**src/rtl/qas_pkg.sv**
```systemverilog
package qas_pkg;

  typedef enum logic [2:0] {
    ST_IDLE = 3'd0,
    ST_LO   = 3'd1,
    ST_HI   = 3'd2,
    ST_DONE = 3'd3,
    ST_EXC  = 3'd4
  } seqState_t;

  typedef enum logic [1:0] {
    EXC_NONE,
    EXC_ILLEGAL,
    EXC_ALIGN,
    EXC_MEM
  } excKind_t;

  // strobes from the sequencer to the datapath
  typedef struct packed {
    logic capture;     // latch the request fields
    logic takeLo;      // latch read data of the first (lower address) half
    logic takeHi;      // latch read data of the second half
    logic driveHi;     // present the second-half address / data
    logic faultLatch;  // record the current access address as fault address
  } dpStrobe_t;

  localparam logic [11:0] VEC_ILLEGAL  = 12'h700;
  localparam logic [11:0] VEC_ALIGN    = 12'h600;
  localparam logic [11:0] VEC_MEMFAULT = 12'h300;

  localparam int unsigned CAUSE_ILLEGAL_BIT = 19;
  localparam int unsigned HALF_BYTES        = 8;
  localparam int unsigned QUAD_ALIGN_BITS   = 4;

endpackage

```
**src/rtl/qas_datapath.sv**
```systemverilog
module qas_datapath
  import qas_pkg::*;
#(
  parameter int unsigned ADDR_W        = 32,
  parameter int unsigned DATA_W        = 64,
  parameter int unsigned REG_W         = 5,
  parameter bit          LE_PREF_FAULT = 1'b0
) (
  input  logic              clk,
  input  logic              rst_n,
  input  dpStrobe_t         strobe,
  input  logic              reqIsStore,
  input  logic              reqIsReserve,
  input  logic              reqPreferred,
  input  logic              reqLittle,
  input  logic [ADDR_W-1:0] reqAddr,
  input  logic [REG_W-1:0]  reqTgt,
  input  logic [REG_W-1:0]  reqBase,
  input  logic [REG_W-1:0]  reqIndex,
  input  logic [DATA_W-1:0] reqStLo,
  input  logic [DATA_W-1:0] reqStHi,
  input  logic [DATA_W-1:0] memRdData,
  output logic              illegalHit,
  output logic              alignHit,
  output logic [ADDR_W-1:0] memReqAddr,
  output logic [DATA_W-1:0] memReqWData,
  output logic [REG_W-1:0]  wbRegLo,
  output logic [REG_W-1:0]  wbRegHi,
  output logic [DATA_W-1:0] wbDataLo,
  output logic [DATA_W-1:0] wbDataHi,
  output logic [ADDR_W-1:0] faultAddr
);

  localparam logic [ADDR_W-1:0] HALF_STEP = ADDR_W'(HALF_BYTES);

  logic [ADDR_W-1:0] opAddr;
  logic              opLittle;
  logic [REG_W-1:0]  opTgt;
  logic [DATA_W-1:0] stLo, stHi;
  logic [DATA_W-1:0] rdFirst, rdSecond;
  logic              firstOk;

  logic offQuad, tgtIsBase, tgtIsIndex, leUnalignedFault;

  // operand legality and alignment policy, judged on the offered request
  assign offQuad    = |reqAddr[QUAD_ALIGN_BITS-1:0];
  assign tgtIsBase  = (reqTgt == reqBase);
  assign tgtIsIndex = (reqTgt == reqIndex);
  assign illegalHit = !reqIsStore && (tgtIsBase || (reqIsReserve && tgtIsIndex));

  generate
    if (LE_PREF_FAULT) begin : g_pref_faults
      logic unusedPref;
      assign unusedPref       = reqPreferred;
      assign leUnalignedFault = offQuad;
    end else begin : g_pref_completes
      assign leUnalignedFault = offQuad && !reqPreferred;
    end
  endgenerate

  assign alignHit = !reqIsStore && reqLittle && leUnalignedFault;

  always_ff @(posedge clk) begin
    if (!rst_n) begin
      opAddr    <= '0;
      opLittle  <= 1'b0;
      opTgt     <= '0;
      stLo      <= '0;
      stHi      <= '0;
      rdFirst   <= '0;
      rdSecond  <= '0;
      firstOk   <= 1'b0;
      faultAddr <= '0;
    end else begin
      if (strobe.capture) begin
        opAddr    <= reqAddr;
        opLittle  <= reqLittle;
        opTgt     <= reqTgt;
        stLo      <= reqStLo;
        stHi      <= reqStHi;
        firstOk   <= 1'b0;
        faultAddr <= reqAddr;
      end
      if (strobe.takeLo) begin
        rdFirst <= memRdData;
        firstOk <= 1'b1;
      end
      if (strobe.takeHi) begin
        rdSecond <= memRdData;
      end
      if (strobe.faultLatch) begin
        faultAddr <= memReqAddr;
      end
    end
  end

  // memory side: lower address first; store data swaps with endian mode
  assign memReqAddr  = strobe.driveHi ? (opAddr + HALF_STEP) : opAddr;
  assign memReqWData = (strobe.driveHi ^ opLittle) ? stHi : stLo;

  // register side: even/odd pair, ordering swaps with endian mode
  assign wbRegLo  = {opTgt[REG_W-1:1], 1'b0};
  assign wbRegHi  = {opTgt[REG_W-1:1], 1'b1};
  assign wbDataLo = opLittle ? rdSecond : rdFirst;
  assign wbDataHi = opLittle ? rdFirst  : rdSecond;

  AST_HI_AFTER_LO: assert property (@(posedge clk) disable iff (!rst_n)
    strobe.driveHi |-> firstOk) else $error("second half without first");

endmodule

```
**src/rtl/qas_ctrl.sv**
```systemverilog
module qas_ctrl
  import qas_pkg::*;
(
  input  logic        clk,
  input  logic        rst_n,
  input  logic        reqValid,
  input  logic        reqIsStore,
  input  logic        illegalHit,
  input  logic        alignHit,
  input  logic        memAck,
  input  logic        memErr,
  output dpStrobe_t   strobe,
  output logic        busy,
  output logic        memReqValid,
  output logic        memReqWrite,
  output logic        wbValid,
  output logic        opDone,
  output logic        excValid,
  output logic [11:0] excVector,
  output logic [31:0] excSavedStatus
);

  seqState_t state, nextState;
  excKind_t  kind, nextKind;
  logic      opStore;

  always_comb begin
    strobe    = '0;
    nextState = state;
    nextKind  = kind;
    unique case (state)
      ST_IDLE: begin
        if (reqValid) begin
          strobe.capture = 1'b1;
          if (illegalHit) begin
            nextState = ST_EXC;
            nextKind  = EXC_ILLEGAL;
          end else if (alignHit) begin
            nextState = ST_EXC;
            nextKind  = EXC_ALIGN;
          end else begin
            nextState = ST_LO;
            nextKind  = EXC_NONE;
          end
        end
      end
      ST_LO: begin
        if (memAck) begin
          if (memErr) begin
            strobe.faultLatch = 1'b1;
            nextState         = ST_EXC;
            nextKind          = EXC_MEM;
          end else begin
            strobe.takeLo = 1'b1;
            nextState     = ST_HI;
          end
        end
      end
      ST_HI: begin
        strobe.driveHi = 1'b1;
        if (memAck) begin
          if (memErr) begin
            strobe.faultLatch = 1'b1;
            nextState         = ST_EXC;
            nextKind          = EXC_MEM;
          end else begin
            strobe.takeHi = 1'b1;
            nextState     = ST_DONE;
          end
        end
      end
      ST_DONE: nextState = ST_IDLE;
      ST_EXC:  nextState = ST_IDLE;
      default: nextState = ST_IDLE;
    endcase
  end

  always_ff @(posedge clk) begin
    if (!rst_n) begin
      state   <= ST_IDLE;
      kind    <= EXC_NONE;
      opStore <= 1'b0;
    end else begin
      state <= nextState;
      kind  <= nextKind;
      if (strobe.capture) opStore <= reqIsStore;
    end
  end

  assign busy        = (state != ST_IDLE);
  assign memReqValid = (state == ST_LO) || (state == ST_HI);
  assign memReqWrite = memReqValid && opStore;
  assign wbValid     = (state == ST_DONE) && !opStore;
  assign opDone      = (state == ST_DONE) || (state == ST_EXC);
  assign excValid    = (state == ST_EXC);

  always_comb begin
    unique case (kind)
      EXC_ILLEGAL: excVector = VEC_ILLEGAL;
      EXC_ALIGN:   excVector = VEC_ALIGN;
      EXC_MEM:     excVector = VEC_MEMFAULT;
      default:     excVector = 12'h000;
    endcase
  end

  assign excSavedStatus = (excValid && kind == EXC_ILLEGAL) ?
                          (32'd1 << CAUSE_ILLEGAL_BIT) : 32'd0;

  AST_REQ_HELD: assert property (@(posedge clk) disable iff (!rst_n)
    memReqValid && !memAck |=> memReqValid) else $error("request dropped");
  AST_IDLE_AFTER_DONE: assert property (@(posedge clk) disable iff (!rst_n)
    opDone |=> !busy) else $error("busy after done");

endmodule

```
**src/rtl/quad_access_splitter.sv**
```systemverilog
module quad_access_splitter
  import qas_pkg::*;
#(
  parameter int unsigned ADDR_W        = 32,
  parameter int unsigned DATA_W        = 64,
  parameter int unsigned REG_W         = 5,
  parameter bit          LE_PREF_FAULT = 1'b0
) (
  input  logic              clk,
  input  logic              rst_n,
  input  logic              reqValid,
  input  logic              reqIsStore,
  input  logic              reqIsReserve,
  input  logic              reqPreferred,
  input  logic              reqLittle,
  input  logic [ADDR_W-1:0] reqAddr,
  input  logic [REG_W-1:0]  reqTgt,
  input  logic [REG_W-1:0]  reqBase,
  input  logic [REG_W-1:0]  reqIndex,
  input  logic [DATA_W-1:0] reqStLo,
  input  logic [DATA_W-1:0] reqStHi,
  output logic              busy,
  output logic              memReqValid,
  output logic              memReqWrite,
  output logic [ADDR_W-1:0] memReqAddr,
  output logic [DATA_W-1:0] memReqWData,
  input  logic              memAck,
  input  logic              memErr,
  input  logic [DATA_W-1:0] memRdData,
  output logic              wbValid,
  output logic [REG_W-1:0]  wbRegLo,
  output logic [DATA_W-1:0] wbDataLo,
  output logic [REG_W-1:0]  wbRegHi,
  output logic [DATA_W-1:0] wbDataHi,
  output logic              opDone,
  output logic              excValid,
  output logic [11:0]       excVector,
  output logic [ADDR_W-1:0] excDataAddr,
  output logic [31:0]       excSavedStatus
);

  dpStrobe_t strobe;
  logic      illegalHit, alignHit;

  qas_ctrl u_ctrl (
    .clk            (clk),
    .rst_n          (rst_n),
    .reqValid       (reqValid),
    .reqIsStore     (reqIsStore),
    .illegalHit     (illegalHit),
    .alignHit       (alignHit),
    .memAck         (memAck),
    .memErr         (memErr),
    .strobe         (strobe),
    .busy           (busy),
    .memReqValid    (memReqValid),
    .memReqWrite    (memReqWrite),
    .wbValid        (wbValid),
    .opDone         (opDone),
    .excValid       (excValid),
    .excVector      (excVector),
    .excSavedStatus (excSavedStatus)
  );

  qas_datapath #(
    .ADDR_W        (ADDR_W),
    .DATA_W        (DATA_W),
    .REG_W         (REG_W),
    .LE_PREF_FAULT (LE_PREF_FAULT)
  ) u_dp (
    .clk          (clk),
    .rst_n        (rst_n),
    .strobe       (strobe),
    .reqIsStore   (reqIsStore),
    .reqIsReserve (reqIsReserve),
    .reqPreferred (reqPreferred),
    .reqLittle    (reqLittle),
    .reqAddr      (reqAddr),
    .reqTgt       (reqTgt),
    .reqBase      (reqBase),
    .reqIndex     (reqIndex),
    .reqStLo      (reqStLo),
    .reqStHi      (reqStHi),
    .memRdData    (memRdData),
    .illegalHit   (illegalHit),
    .alignHit     (alignHit),
    .memReqAddr   (memReqAddr),
    .memReqWData  (memReqWData),
    .wbRegLo      (wbRegLo),
    .wbRegHi      (wbRegHi),
    .wbDataLo     (wbDataLo),
    .wbDataHi     (wbDataHi),
    .faultAddr    (excDataAddr)
  );

  AST_ADDR_STABLE: assert property (@(posedge clk) disable iff (!rst_n)
    memReqValid && !memAck |=> $stable(memReqAddr)) else $error("address moved");
  AST_MEM_ONLY_BUSY: assert property (@(posedge clk) disable iff (!rst_n)
    memReqValid |-> busy) else $error("access while idle");
  AST_WB_EXC_EXCL: assert property (@(posedge clk) disable iff (!rst_n)
    !(wbValid && excValid)) else $error("write-back with exception");
  AST_ILLEGAL_CAUSE: assert property (@(posedge clk) disable iff (!rst_n)
    excValid |-> (excSavedStatus[CAUSE_ILLEGAL_BIT] == (excVector == VEC_ILLEGAL)))
    else $error("illegal cause bit mismatch");
  AST_ALIGN_NO_ACCESS: assert property (@(posedge clk) disable iff (!rst_n)
    excValid && excVector == VEC_ALIGN |-> $past(!memReqValid)) else $error("access before align fault");

endmodule

```
**config.mk**
```make
export PLATFORM = sky130hd
export DESIGN_NAME = quad_access_splitter
export DESIGN_NICKNAME = d
export VERILOG_FILES = /design/src/rtl/qas_pkg.sv /design/src/rtl/qas_datapath.sv /design/src/rtl/qas_ctrl.sv /design/src/rtl/quad_access_splitter.sv
export SDC_FILE = /design/constraint.sdc
export NUM_CORES = 1
export LEC_CHECK = 0
export BUFFER_PORTS_ARGS = -buffer_cell sky130_fd_sc_hd__buf_4
export CAP_MARGIN = 0
export CELL_PAD_IN_SITES_DETAIL_PLACEMENT = 1
export CELL_PAD_IN_SITES_GLOBAL_PLACEMENT = 1
export CORE_MARGIN = 10
export CORE_UTILIZATION = 32
export DETAILED_ROUTE_END_ITERATION = 6
export PLACE_DENSITY_LB_ADDON = 0.1
export SYNTH_ARGS = -nofsm -noshare
export SYNTH_HDL_FRONTEND = slang
export SYNTH_SLANG_ARGS = --single-unit
```
**constraint.sdc**
```tcl
create_clock -name clk -period 2.05 [get_ports clk]
set_clock_uncertainty 0.2 [all_clocks]
set_input_delay 0.205 -clock clk [delete_from_list [all_inputs] [get_ports clk]]
set_output_delay 0.205 -clock clk [all_outputs]
set_load 0.01 [all_outputs]
```
==> impl_metrics.ini, run 1 <==
[sta]
final.min_clock_period_ps = 3080
max-slew-margin-rel_pct = 49.5
setup_violations = 559
rsz0062_at_grt = true
layout_setup_ws_ps = -1030
fmax_ghz = 0.325
period_share_pct = 150
hold_viol_final = 0
hold-worst-slack_ps = 64.0
worst_slew_pin_slew_ps = 758
drv_slew = 0

[yosys]
yosysWarnings = 0
synth-edff-count = 0
avgSynthCellArea_sq_um = 8.13
ys_ff_latch = 331
syn_area_sq_um = 15100
seq_area_frac_synth_pct = 43.8
synthCells = 1862
ys_types = 59
yosysTopAreaCell = dfxtp_1
ys.flop_type = dfxtp_1
async_flop_share_pct = 0
yosys.area.top_type_share_pct = 43.8
synth_area_leaders = dfxtp_1, nand2_1, mux2_2, a21oi_1, clkbuf_1

[setup_path]
arrival_ps = 2670
cp-end-kind = primary output
critical_path_required_ps = 1640
timing.rr.start = u_ctrl.state[0]$_SDFFE_PN0P_
cpMostUsedCell = buf_4
crit_type = reg2out
worstSetupStartpointType = flop
timing.rr.end = u_dp.opTgt[2]$_SDFFE_PN0P_
crit_start = u_ctrl.state[2]$_SDFFE_PN0P_
cp_cell_sequence = buf_6, nor3b_4, buf_4, nand4_1, nor4_2, xor2_1, buf_4
critical-path-top-delay-family = simple AND/OR/NAND/NOR gates
cpPeakStageDelay_ps = 330
crit_slowest_cell = dfxtp_2
regToRegSetupSlack_ps = -600
cp-endpoint = memReqAddr[27]
path_buf_inv = 3
reg2reg_depth = 13
crit_fanout = 3
cp.depth = 7

[pwr]
ir_drop_mv = 0.650
leakage_nw = 13.4
power_density_nw_per_um2 = 709

[drt]
totalWireLength_microns = 107000
routed_via_density = 5.60
drt_iter0_markers = 1575
drc = 0
dr.pass1.iters = 5
vias = 19300
post_drt_wl_per_cell_microns = 31.1
ant_nets = 0

[place]
dp_hpwl_microns = 52800
numPortBuffers = 521
placed_area_sq_um = 20400
gp_congestion = 0.858

[floorplan]
die_y_microns = 238
core-area_sq_um = 46700
fp.dieW_microns = 238
rows = 79
initial_core_util_pct = 32.5
fp.dieArea_sq_um = 56400
ios = 564

[clocking]
cts_buffers = 40
htreeDepth = 2
cts.sinks = 331
clockBufferDepth = 3
cts_tree = built
clk_latency_ps = 570
cts.clk_slew.worst_paths_ps = 60
root_buffer = clkbuf_16

[global_route]
grt_usage_pct = 28.2
grt_overflow_total = 0
antenna_found_initial = 20
grt_max_degree = 77
grt_pass1_wl_microns = 123000
grt_pass1_vias = 19300

[flow_run]
maxCapViolCount = 0

[hold_path]
min_path_cells = 4
hold_class = in2reg

[run_status]
status = finished with violations
violations = setup timing

[layout]
areaGrowthSynthToFinish_pct = 101
multiInputGateArea_sq_um = 10600
nFillCells = 4882
nets = 3039
seq_area_sq_um = 6650
fin_area_sq_um = 30400
drive_gt1_share_pct = 51.8
[placed cells by master (no fill, tap or decap), drive strengths merged, types with 3 or more instances in the layout]
cell         count
a32o             3
clkinv           3
a31oi           12
nand2          637
dfxtp          331
nand4           10
and3             5
or3              6
nand2b           4
a311oi           5
inv             18
dlygate4sd3    235
ha               4
bufinv           4
a22oi            5
o21ai            7
o211a            6
diode           24
nor3             6
mux2           193
nor4            15
a21oi          304
and2             5
xnor2           21
buf            771
o21a             6
xor2            13
nand3           15
clkbuf          82
or2              7
nor2            14
conb            42
[cells in the mapped netlist, drive strengths merged, types with 2 or more instances]
library cell,count
nor3b,2
conb,2
o31a,2
or3b,2
or2,7
a22oi,5
o21a,6
or3,6
xnor2,21
nor3,6
a31oi,12
nand2b,4
xor2,13
ha,4
a32o,3
buf,77
nor2,14
o31ai,2
nor4,15
and4b,2
a222oi,2
and3,5
o21ai,7
a21oi,304
a311oi,5
nand2,637
and4,2
o211a,6
inv,16
and2,5
dfxtp,331
nand3,15
nand4,10
clkbuf,106
mux2,193
a221oi,2
[area by class of cell]
cell class | count | area share, %
multi-input cells | 1372 | 35.1
repair buffers | 1026 | 35.7
inverters | 16 | 0.222
clock buffers | 62 | 3.93
flip-flops and latches | 331 | 21.9
clock inverters | 9 | 0.503
well taps | 607 | 2.50
diodes | 24 | 0.198
[cell families after synthesis]
group	Yosys count	synth area share, %
AO/OA/AOI/OAI	362	13.1
XOR/XNOR	34	2.02
adder cells (fa/ha/maj)	4	0.330
buffers and inverters	199	6.36
flip-flops	331	43.8
multiplexers	193	14.3
other	2	0.0496
AND/OR/NAND/NOR	737	20.1
[state kept, by name (all words and copies together), names as in the netlist, 3 cells and up]
name and cells:
u_dp.stHi 64, u_dp.opAddr 32, u_ctrl.state 3, u_dp.faultAddr 32
u_dp.opTgt 4, u_dp.stLo 64, u_dp.rdSecond 64, u_dp.rdFirst 64
[worst min-delay path, cell delays in order]
cell and delay [ps]:
buf_4 120, nand3b_1 90, o32a_1 240, a221oi_1 130
[per-layer routing]
metal | routed length [microns] | track usage, % | share of wire (%)
met5 | 13 | 0 | 0.012
met4 | 7530 | 12.4 | 7.0
met3 | 7210 | 6.24 | 6.7
met2 | 54000 | 50.3 | 50
met1 | 38400 | 31.6 | 36
[repair_timing]
item / CTS / global route
pin swaps: 50 / 239
hold endpoints to repair: 329 / 0
resized for setup: 426 / 605
setup endpoints to repair: 518 / 559
hold buffers: 235 / 0
gates cloned: 31 / 23
setup buffers: 62 / 47
[per-stage QoR]
step | setup TNS [ps] | util, % | instances | power (W) | setup WS (ps)
detailed placement | -39630 | 43.8 | 2976 | 0.0107 | -289
global placement | -31090 | 43.8 | 2976 | 0.0107 | -233
global route | -241220 | 65.1 | 3445 | 0.0220 | -1020
CTS | -256540 | 58.5 | 3375 | 0.0198 | -790
finish | -214670 | 65.1 | 3447 | 0.0215 | -1030
floorplan | -5360 | - | 1902 | 0.00888 | -140
[power breakdown]
| group | internal [W] | leakage [nW] | total [W] | switching, W |
|---|---|---|---|---|
| combinational | 0.00331 | 10.0 | 0.00657 | 0.00326 |
| clock | 0.00451 | 0.662 | 0.00769 | 0.00318 |
| sequential | 0.00684 | 2.71 | 0.00726 | 0.000427 |
[worst min-delay path by stage]
stage	startpoint	endpoint	slack (ps)
floorplan	reqAddr[5]	u_dp.opAddr[5]$_SDFFE_PN0P_	130
global placement	u_dp.stHi[15]$_SDFFE_PN0P_	u_dp.stHi[15]$_SDFFE_PN0P_	240
detailed placement	u_dp.stLo[8]$_SDFFE_PN0P_	u_dp.stLo[8]$_SDFFE_PN0P_	250
CTS	reqIsReserve	u_ctrl.state[2]$_SDFFE_PN0P_	10
global route	reqIsReserve	u_ctrl.state[2]$_SDFFE_PN0P_	80
finish	reqIsReserve	u_ctrl.state[2]$_SDFFE_PN0P_	60
Power figures use the tool's default switching activity.
==> run 2: changes to the inputs <==
- SETUP_SLACK_MARGIN: unset -> 0.3
- SLEW_MARGIN: unset -> 5
==> impl_metrics.ini, run 2 (synthesis gave the netlist of run 1 again) <==
[floorplan]
fp.dieW_microns = 238
rows = 79
fp.dieArea_sq_um = 56400
ios = 564
initial_core_util_pct = 32.5
core-area_sq_um = 46700
die_y_microns = 238

[sta]
setup_violations = 494
fmax_ghz = 0.357
period_share_pct = 137
hold_viol_final = 0
drv_slew = 0
rsz0062_at_grt = true
final.min_clock_period_ps = 2800
max-slew-margin-rel_pct = 51.9
worst_slew_pin_slew_ps = 715
layout_setup_ws_ps = -748

[clocking]
htreeDepth = 2
clockBufferDepth = 3
cts_tree = built
root_buffer = clkbuf_16
clk_latency_ps = 560
cts_buffers = 40
cts.sinks = 331
cts.clk_slew.worst_paths_ps = 60

[run_status]
status = finished with violations
violations = setup timing

[place]
gp_congestion = 0.852
numPortBuffers = 521
placed_area_sq_um = 20400
place_inst = 2972
dp_hpwl_microns = 48800

[drt]
post_drt_wl_per_cell_microns = 23.8
dr.pass1.iters = 5
ant_nets = 0
drc = 0
routed_via_density = 5.06
vias = 17000
drt_iter0_markers = 835
totalWireLength_microns = 79900

[global_route]
grt_pass1_vias = 18800
grt_overflow_total = 0
grt_max_degree = 78
antenna_found_initial = 6
grt_usage_pct = 26.8
grt_pass1_wl_microns = 118000

[pwr]
ir_drop_mv = 0.467
leakage_nw = 11.7
power_w = 0.0191
power_density_nw_per_um2 = 708

[layout]
final_cells = 3358
drive_gt1_share_pct = 39.4
nets = 2971
layout_common_cells = nand2_1, buf_4, dfxtp_1, a21oi_1, dlygate4sd3_1
utilization_pct = 57.9
final_common_cell = nand2_1
areaGrowthSynthToFinish_pct = 78.4
fin_area_sq_um = 27000

[setup_path]
cp-end-kind = primary output
crit_fanout = 10
critical_path_required_ps = 1640
worstSetupStartpointType = flop
arrival_ps = 2390
crit_type = reg2out

[hold_path]
hold_class = in2reg

[flow_run]
maxCapViolCount = 0
run 2: cell types whose count changed in the layout (fill, tap and decap cells not counted), sizes merged, moves of 6 or more:
cell    change
buf        -54
bufbuf      +6
clkbuf     -23
diode      -17
run 2: path summary, 6_finish.rpt:
| kind | start | to | slack, ps | cells after the start |
|---|---|---|---|---|
| worst min register to register | u_dp.stLo[25]$_SDFFE_PN0P_ | u_dp.stLo[25]$_SDFFE_PN0P_ | 250 | 2 |
| worst max register to register | u_ctrl.state[0]$_SDFFE_PN0P_ | u_dp.stHi[56]$_SDFFE_PN0P_ | -370 | 10 |
| worst min-delay path | memErr | u_dp.faultAddr[23]$_SDFFE_PN0P_ | 90 | 3 |
| worst max-delay path | u_ctrl.state[2]$_SDFFE_PN0P_ | memReqWData[54] | -750 | 8 |
run 2: stage by stage:
| step | TNS, ps | setup slack (ps) | hold WS, ps |
|---|---|---|---|
| CTS | -135310 | -772 | 53.0 |
| global placement | -29680 | -280 | 239 |
| detailed placement | -38710 | -275 | 247 |
| global route | -179760 | -818 | 75.7 |
| floorplan | -4650 | -140 | 133 |
| finish | -147670 | -748 | 88.3 |
run 2: report_power, final:
group	total [W]	switching, W	internal (W)
sequential	0.00710	0.000263	0.00684
combinational	0.00487	0.00232	0.00254
clock	0.00716	0.00293	0.00422
run 2: routing by layer:
| layer | GRT usage [%] | share of wire [%] |
|---|---|---|
| met4 | 10.6 | 4.0 |
| met3 | 6.73 | 6.1 |
| met1 | 29.5 | 38 |
| met2 | 48.6 | 51 |
| met5 | 0 | 0.050 |
run 2: area by class of cell:
type / instances / area, sq um
Antenna cell: 7 / 17.5
Clock buffer: 59 / 1180
Clock inverter: 8 / 92.6
Fill cell: 5218 / 19600
Inverter: 16 / 67.6
Multi-Input combinational cell: 1372 / 8740
Sequential cell: 331 / 6660
Tap cell: 607 / 759
Timing Repair Buffer: 958 / 9510
run 2: critical path, stage by stage, from the launching register on:
cell and delay [ps]:
dfxtp_2 340, buf_6 130, nor3b_4 190, buf_4 160
xnor2_4 130, buf_12 190, buf_12 150, mux2_2 380
buf_4 160
run 2: what timing repair did:
| action | in CTS | in global routing |
|---|---|---|
| endpoints found under the setup margin | 562 | 562 |
| resized for setup | 337 | 74 |
| hold buffers | 235 | 0 |
| hold endpoints to repair | 330 | 0 |
| cloned | 27 | 0 |
| buffers inserted | 41 | 9 |
| pin swaps | 32 | 27 |
==> run 3: changes to the inputs <==
- ABC_AREA: unset -> 1
- CORE_UTILIZATION: 32 -> 31
==> impl_metrics.ini, run 3 <==
[yosys]
synth_xor_area_share_pct = 0.577
ys_ff_latch = 331
synth-edff-count = 0
synth-simple-area-share_pct = 21.3
synthAdderAreaFrac_pct = 0.330
avgSynthCellArea_sq_um = 6.84
ys_types = 38
synth.most_common_cell = o21ai_0
syn_area_sq_um = 15200
seq_area_frac_synth_pct = 43.7
synthMuxAreaShare_pct = 0
yosysWarnings = 0
synthCells = 2219
yosys.area.top_type_share_pct = 43.7
yosysTopAreaCell = dfxtp_1
ys.flop_type = dfxtp_1
synth_top_family_by_area = compound AO/OA/AOI/OAI gates
async_flop_share_pct = 0
synth_area_leaders = dfxtp_1, o21ai_0, nand2_1, nor2_1, a21oi_1
synth_commonest_cells = o21ai_0, nand2_1, dfxtp_1
synth_compound_area_share_pct = 22.2

[global_route]
grt_usage_pct = 25.5
use_met2_pct = 43.6
grtUsageMet1_pct = 29.7
grt-busiest-layer = met2
grt_overflow_total = 0
antenna_found_initial = 22
met3_usage_pct = 6.34
grt_pass1_vias = 19300
grt_max_degree = 94
grt_pass1_wl_microns = 116000

[layout]
nFillCells = 5485
nets = 3345
final_common_cell = buf_4
drive_gt1_share_pct = 41.0
areaGrowthSynthToFinish_pct = 95.7
fin_area_sq_um = 29700
utilization_pct = 61.1
layout_common_cells = buf_4, dfxtp_1, nor2_1, dlygate4sd3_1, nand2_1

[sta]
setup-tns-final_ps = -58610
period_share_pct = 129
hold_viol_final = 0
fmax_ghz = 0.379
drv_slew = 0
layout_setup_ws_ps = -587
final.min_clock_period_ps = 2640
setup_violations = 269
rsz0062_at_grt = true

[drt]
ant_nets = 0
dr.pass1.iters = 5
totalWireLength_microns = 96100
vias = 19700
drt_iter0_markers = 1152
post_drt_wl_per_cell_microns = 25.6
drc = 0
routed_via_density = 5.23

[setup_path]
cpPeakStageDelay_ps = 420
critical-path-top-delay-family = simple AND/OR/NAND/NOR gates
critical_path_required_ps = 1640
crit_type = reg2out
cp.depth = 10
timing.rr.start = u_dp.opAddr[5]$_SDFFE_PN0P_
crit_fanout = 5
arrival_ps = 2230
crit_slowest_cell = dfxtp_2
path_buf_inv = 3
cp-end-kind = primary output
cp_cell_sequence = nand3_2, nor2_4, nand2_4, nor2_4, buf_12, nand3_4, nand2_2, nand2_2, inv_2, buf_6
reg2reg_depth = 17
timing.rr.end = u_dp.faultAddr[20]$_SDFFE_PN0P_
worstSetupStartpointType = flop
regToRegSetupSlack_ps = -490

[clocking]
root_buffer = clkbuf_16
clockBufferDepth = 3
cts_tree = built
cts_buffers = 41
clk_latency_ps = 560
cts.clk_slew.worst_paths_ps = 70
cts.sinks = 331
htreeDepth = 2

[floorplan]
initial_core_util_pct = 31.2
fp.dieW_microns = 241
ios = 564
die_y_microns = 241
core-area_sq_um = 48600
rows = 81
fp.dieArea_sq_um = 58200

[run_status]
status = finished with violations
violations = setup timing

[place]
post-place-ws_ps = -163
dp_hpwl_microns = 50600
gp_congestion = 0.814
placed_area_sq_um = 19800
numPortBuffers = 521

[pwr]
power_density_nw_per_um2 = 1270
power_w = 0.0378
leakage_nw = 13.3
ir_drop_mv = 0.625

[flow_run]
maxCapViolCount = 0

[hold_path]
min_from = reqIsReserve
hold_class = in2reg
hold-path-endpoint = u_ctrl.kind[0]$_SDFFE_PN0P_
min_path_cells = 7
[run 3: worst max-delay path by stage]
stage / startpoint / end
floorplan: u_ctrl.state[0]$_SDFFE_PN0P_ / memReqWData[0]
global placement: u_ctrl.state[2]$_SDFFE_PN0P_ / memReqWData[32]
detailed placement: u_ctrl.state[1]$_SDFFE_PN0P_ / memReqWData[32]
CTS: u_ctrl.state[0]$_SDFFE_PN0P_ / memReqWData[32]
global route: u_dp.opAddr[5]$_SDFFE_PN0P_ / memReqAddr[28]
finish: u_dp.opAddr[5]$_SDFFE_PN0P_ / memReqAddr[28]
[run 3: metal layers]
metal,up-vias,share of wire (%)
li1,8868,-
met1,9719,38
met2,809,51
met3,266,6.8
met4,10,5.0
met5,-,0.068
[run 3: cell families after synthesis]
logic type | after synthesis
flip-flops | 331
other | 2
AO/OA/AOI/OAI | 668
buffers and inverters | 401
adder cells (fa/ha/maj) | 4
XOR/XNOR | 10
AND/OR/NAND/NOR | 803
[run 3: cell type report]
| type | instances | area, sq um | area share [%] |
|---|---|---|---|
| Clock inverter | 11 | 111 | 0.375 |
| Multi-Input combinational cell | 1527 | 9720 | 32.7 |
| Tap cell | 622 | 778 | 2.62 |
| Antenna cell | 18 | 45.0 | 0.152 |
| Clock buffer | 58 | 1200 | 4.05 |
| Timing Repair inverter | 1 | 8.76 | 0.0295 |
| Inverter | 204 | 823 | 2.77 |
| Timing Repair Buffer | 987 | 10300 | 34.8 |
| Sequential cell | 331 | 6660 | 22.4 |
[run 3: repair_timing]
item,4_1_cts,5_1_grt
resized for setup,393,754
endpoints found under the setup margin,504,562
hold buffers,237,0
hold endpoints to repair,331,0
setup buffers,47,58
pin swaps,42,100
cloned,18,46
[run 3: stage by stage]
step / std cells / hold WS, ps
after floorplan: 2259 / 140
after global placement: 3266 / 227
after detailed placement: 3266 / 237
after CTS: 3637 / 24.7
after global routing: 3755 / 108
final: 3759 / 71.8
[run 3: worst reg2reg max path: cells and delay by family, from the launching register on]
kind          cells  cell delay (ps)
flops             1              420
buf+inv           9              780
simple gates      8             1030
[run 3: power by group]
part | internal, W | leakage (nW) | switching (W)
sequential | 0.00804 | 2.72 | 0.00123
clock | 0.00432 | 0.650 | 0.00307
combinational | 0.00974 | 9.97 | 0.0114
total | 0.0221 | 13.3 | 0.0157
